### src/rtl/ch21_pkg.sv
`timescale 1ns/1ps
package ch21_pkg;
  // Geometry of a packed word
  localparam int WORD_BITS  = 64;
  localparam int CODE_BITS  = 21;
  localparam int SLOT_COUNT = WORD_BITS / CODE_BITS;
  localparam int RESULT_BITS = 64;
endpackage

### src/rtl/ch21_slot_match.sv
`timescale 1ns/1ps
module ch21_slot_match #(
  parameter int WORD_W = ch21_pkg::WORD_BITS,
  parameter int CHAR_W = ch21_pkg::CODE_BITS,
  localparam int SLOTS = WORD_W / CHAR_W
) (
  input  logic [WORD_W-1:0] word,
  input  logic [CHAR_W-1:0] code,
  output logic [SLOTS-1:0]  hits
);
  // Field k sits at bits [k*CHAR_W +: CHAR_W]; spare top bits fall outside every field
  function automatic logic [CHAR_W-1:0] slot_field(input logic [WORD_W-1:0] w, input int k);
    return CHAR_W'(w >> (k * CHAR_W));
  endfunction

  for (genvar k = 0; k < SLOTS; k++) begin : g_slot
    assign hits[k] = (slot_field(word, k) == code);
  end
endmodule

### src/rtl/ch21_first_hit.sv
`timescale 1ns/1ps
module ch21_first_hit #(
  parameter int SLOTS = ch21_pkg::SLOT_COUNT,
  localparam int IDX_W = (SLOTS > 1) ? $clog2(SLOTS) : 1
) (
  input  logic [SLOTS-1:0] hits,
  output logic [IDX_W-1:0] idx,
  output logic             any
);
  // Scan from the top down so the lowest set bit is written last and wins
  function automatic logic [IDX_W-1:0] lowest_set(input logic [SLOTS-1:0] h);
    logic [IDX_W-1:0] r;
    r = '0;
    for (int k = SLOTS - 1; k >= 0; k--) begin
      if (h[k]) r = IDX_W'(k);
    end
    return r;
  endfunction

  assign idx = lowest_set(hits);
  assign any = |hits;
endmodule

### src/rtl/ch21_result_reg.sv
`timescale 1ns/1ps
module ch21_result_reg #(
  parameter int RES_W = ch21_pkg::RESULT_BITS,
  parameter int IDX_W = 2
) (
  input  logic             clk,
  input  logic             rst_n,
  input  logic             load,
  input  logic             found,
  input  logic [IDX_W-1:0] idx,
  output logic             valid_q,
  output logic [RES_W-1:0] result_q
);
  // A miss encodes as -1, a hit as the zero-extended slot index
  function automatic logic [RES_W-1:0] encode(input logic f, input logic [IDX_W-1:0] i);
    return f ? RES_W'(i) : '1;
  endfunction

  always_ff @(posedge clk) begin
    if (!rst_n) begin
      valid_q  <= 1'b0;
      result_q <= '0;
    end else begin
      valid_q <= load;
      if (load) result_q <= encode(found, idx);
    end
  end
endmodule

### src/rtl/ch21_search.sv
`timescale 1ns/1ps
module ch21_search #(
  parameter int WORD_W = ch21_pkg::WORD_BITS,
  parameter int CHAR_W = ch21_pkg::CODE_BITS,
  parameter int RES_W  = ch21_pkg::RESULT_BITS
) (
  input  logic              clk,
  input  logic              rst_n,
  input  logic              in_valid,
  input  logic [WORD_W-1:0] in_word,
  input  logic [CHAR_W-1:0] in_char,
  output logic              out_valid,
  output logic [RES_W-1:0]  out_result
);
  localparam int SLOTS = WORD_W / CHAR_W;
  localparam int IDX_W = (SLOTS > 1) ? $clog2(SLOTS) : 1;

  // Internal events named for the checker
  logic [SLOTS-1:0] hit_vec;
  logic [IDX_W-1:0] hit_idx;
  logic             any_hit;

  ch21_slot_match #(.WORD_W(WORD_W), .CHAR_W(CHAR_W)) match_i (
    .word(in_word), .code(in_char), .hits(hit_vec)
  );

  ch21_first_hit #(.SLOTS(SLOTS)) pick_i (
    .hits(hit_vec), .idx(hit_idx), .any(any_hit)
  );

  ch21_result_reg #(.RES_W(RES_W), .IDX_W(IDX_W)) out_i (
    .clk(clk), .rst_n(rst_n), .load(in_valid), .found(any_hit), .idx(hit_idx),
    .valid_q(out_valid), .result_q(out_result)
  );
endmodule

### config.mk
export PLATFORM = sky130hd
export DESIGN_NAME = ch21_search
export DESIGN_NICKNAME = d
export VERILOG_FILES = /design/src/rtl/ch21_pkg.sv /design/src/rtl/ch21_slot_match.sv /design/src/rtl/ch21_first_hit.sv /design/src/rtl/ch21_result_reg.sv /design/src/rtl/ch21_search.sv
export SDC_FILE = /design/constraint.sdc
export NUM_CORES = 1
export LEC_CHECK = 0
export ABC_AREA = 1
export BUFFER_PORTS_ARGS = -buffer_cell sky130_fd_sc_hd__buf_2
export CAP_MARGIN = 10
export CORE_MARGIN = 5
export CORE_UTILIZATION = 40
export DETAILED_ROUTE_END_ITERATION = 16
export GPL_TIMING_DRIVEN = 0
export PLACE_DENSITY = 0.84
export SYNTH_ARGS = -nofsm -noshare
export SYNTH_HDL_FRONTEND = slang
export SYNTH_SLANG_ARGS = --single-unit
export TNS_END_PERCENT = 20
### constraint.sdc
create_clock -name clk -period 2.8 [get_ports clk]
set_input_delay 0.14 -clock clk [delete_from_list [all_inputs] [get_ports clk]]
set_output_delay 0.14 -clock clk [all_outputs]
set_load 0.05 [all_outputs]
* Word-level counts from Yosys, hierarchy flattened
Index checks and enable logic that the tools add are counted.
** Word-level totals
- Register bits after elaboration :: 65
- Latch bits :: 0
- Bits in writable memories :: 0
- Bits in read-only memories :: 0
- Bits of input ports :: 88
- Output and inout port bits :: 65
- Word-level logic and storage cells :: 10
- Memories kept :: 0
** Operators by class
- Add/subtract/negate cells :: 0
- Multiply operators :: 0
- Div/mod/pow operators :: 0
- Order comparisons :: 0
- Equal/unequal tests :: 3
- Shifts and indexed selects :: 0
- Muxes and demuxes :: 4
- Bitwise gates (word level) :: 0
- Reductions and logical operators :: 1
** Operator list (count)
- $mux W64 :: 1
- $eq A21 B21 Y1 :: 3
- $mux W2 :: 3
- $reduce_or A3 Y1 :: 1

* Logic depth before layout (Yosys ltp)
- Depth after elaboration :: 5
- Gate-level depth with buffers :: 11

* By module
From an unflattened synthesis, not the netlist that was laid out.
** Unflattened totals
- Cell total of the unflattened synthesis :: 307
- Area, all modules :: 1640.3 um^2
** Modules (own cells, without submodules)
- ch21_slot_match :: instances 1, cells each 221, area each 1013.5 um^2, sequential area each 0.0 um^2
- ch21_result_reg :: instances 1, cells each 79, area each 595.6 um^2, sequential area each 80.1 um^2
- ch21_first_hit :: instances 1, cells each 7, area each 31.3 um^2, sequential area each 0.0 um^2

* Least setup slack after synthesis
No wires, ideal clock.
- Path type :: register to output
- Start point :: reg, netlist name out_i.result_q[62]
- End point :: out out_result[10]
- Arrival time :: 2.002 ns
- Required time :: 2.660 ns
- Slack :: 0.658 ns
- Cell stages (with the launch flop) :: 2
- Path through :: dfxtp_1 buf_4
** RTL lines
- to (decl) :: RTL line ch21_search.sv:13 : output logic [RES_W-1:0] out_result

==> flow_metrics.tcl <==
set metrics [dict create \
    outcome "finished, final reports clean" \
    p_leak_nw 1.91 \
    drive_above_1_share 0.474 \
    grt_use_total 0.171 \
    syn-cell-area_um2 1760 \
    antenna_cells 0 \
    cts_tree "yes" \
    crit_path_max_fanout 63 \
    cap_viol_max_count 0 \
    ys_ff_latch 4 \
    path_clk_slew_ns 0.03 \
    grt_start_max_net_pins 64 \
    cts_setup_buffers 0 \
    grt_overflow 0 \
    clock_sinks 4 \
    whs_endpoint "out_i.valid_q" \
    r2r_cells 2 \
    synthDistinctLibCells 14 \
    post-dp-hpwl_mm 4.81 \
    grt_pass1_wl_mm 8.61 \
    wl_met1_mm 2.06 \
    ctsHoldBuffers 0 \
    fin_worst_skew_ns 0 \
    arrival_ns 1.69 \
    crit_required_ns 2.66 \
    hold_path.class "primary input to flip-flop" \
    holdWs_ns 0.161 \
    drv_slew 0 \
    yosysSeqAreaShare 0.0455 \
    min-delay-start "in_valid" \
    synth_cells 361 \
    design.core.area_um2 4320 \
    r2r-start "out_i.result_q[62]" \
    hold_depth 3 \
    area_growth_pct 49.0 \
    antenna_found_initial 0 \
    max_slew_margin 0.347 \
    ant_nets 0 \
    r2r_setup_slack_ns 1.46 \
    die_h_um 76.4 \
    yosys_warnings 0 \
    place_area_um2 2580 \
    wl_met2_mm 2.75 \
    hold_viol 0 \
    via_count 2319 \
    p_per_area_nw_per_um2 317 \
    highest-signal-layer "met4" \
    ir_drop_mv 0.132 \
    io_pins 153 \
    fin_setup_tns_ns 0 \
    path_class "flip-flop to output pin" \
    syn_nets 449 \
    post_cts_resized 0 \
    layout_min_cycle_time_ns 1.83 \
    syn_area_per_cell_um2 4.88 \
    route.met3.wl_um 448 \
    final_cell_area_um2 2630 \
    drtIter0Drc 80 \
    final_common_cell "nand2_1" \
    final-setup-viol-count 0 \
    finalNetCount 605 \
    gp_congestion 0.848 \
    grt_pass1_vias 2119 \
    viasPerCell 4.09 \
    rsz0062_at_grt "false" \
    layout_common_cells "163 x nand2_1, 151 x buf_2, 61 x buf_4" \
    io_buffers 151 \
    finalWirelength_mm 5.34 \
    fmax_mhz 546 \
    die_area_um2 5830 \
    tightest_slew_ns 0.980 \
    crit_path_start_kind "flip-flop" \
    remaining_drc_errors 0 \
    clkLatencyLatePin_ns 0.22 \
    die_width_um 76.4 \
    cp-end-kind "output pin" \
    first_pass_iters 4 \
    post-route-period-util 0.654 \
    rows 24 \
    clockBufferDepth 2 \
    cts_root_buf "clkbuf_8" \
    start_util 0.407 \
    htreeDepth 1 \
    reg2reg_to "out_i.result_q[62]" \
    numCtsBuffers 3 \
    wl_per_cell_um 9.42 \
]
## routing by layer
metal  up-vias  global-route usage
met1       936               0.170
met3         9              0.0390
met4         0              0.0559
li1       1278                   -
met5         -                   0
met2        96               0.341
## worst max-delay path by stage
stage,depth (start not counted),from,slack (ns),endpoint
after floorplan,1,out_i.result_q[62],0.66,out_result[10]
after global placement,2,out_i.result_q[62],0.63,out_result[24]
after detailed placement,2,out_i.result_q[62],1.19,out_result[38]
after CTS,2,out_i.result_q[62],0.95,out_result[49]
after global routing,2,out_i.result_q[62],0.84,out_result[9]
final,2,out_i.result_q[62],0.97,out_result[45]
## synth_stat cells (all sizes together)
master	count	area share
o21ai	3	0.0085
nor2	34	0.081
nand3	9	0.028
nand2	164	0.35
xor2	2	0.0099
dfxtp	4	0.045
buf	61	0.26
inv	71	0.15
xnor2	13	0.065
## worst max-delay path, cell delays in order, from the launching register on
cell and delay [ns]:
dfxtp_2 0.96, buf_4 0.23, buf_2 0.26
## sequential cells by signal, summed over array words and instances (netlist names)
register and flops:
out_i.valid_q 1, out_i.result_q 3
## power breakdown
group	switching (W)	internal (W)	total, W
Combinational	0.000404	0.000224	0.000628
Sequential	0.0000174	0.0000617	0.0000791
Clock	0.0000319	0.0000918	0.000124
## cell type report
| class | instances | area (um2) |
|---|---|---|
| flip-flops and latches | 4 | 81.3 |
| clock buffers | 3 | 41.3 |
| multi-input cells | 225 | 957 |
| plain buffers | 61 | 458 |
| repair buffers | 151 | 756 |
| well taps | 52 | 65.1 |
| fillers | 438 | 1700 |
| inverters | 71 | 267 |
## per-stage QoR
stage / power (W) / utilization / setup slack, ns / cells
after floorplan: 0.000540 / - / 0.658 / 361
after detailed placement: 0.000711 / 0.598 / 1.19 / 564
final: 0.000831 / 0.607 / 0.968 / 567
after CTS: 0.000835 / 0.607 / 0.950 / 567
after global routing: 0.000886 / 0.607 / 0.840 / 567
after global placement: 0.000706 / 0.597 / 0.635 / 564
## kinds of logic after synthesis
group	count (synthesis)	share of synthesized area
compound gates	3	0.00852
buf+inv	132	0.411
xor+xnor	15	0.0746
simple gates	207	0.460
flops	4	0.0455
Note: power is estimated with default switching activity, not from simulation.
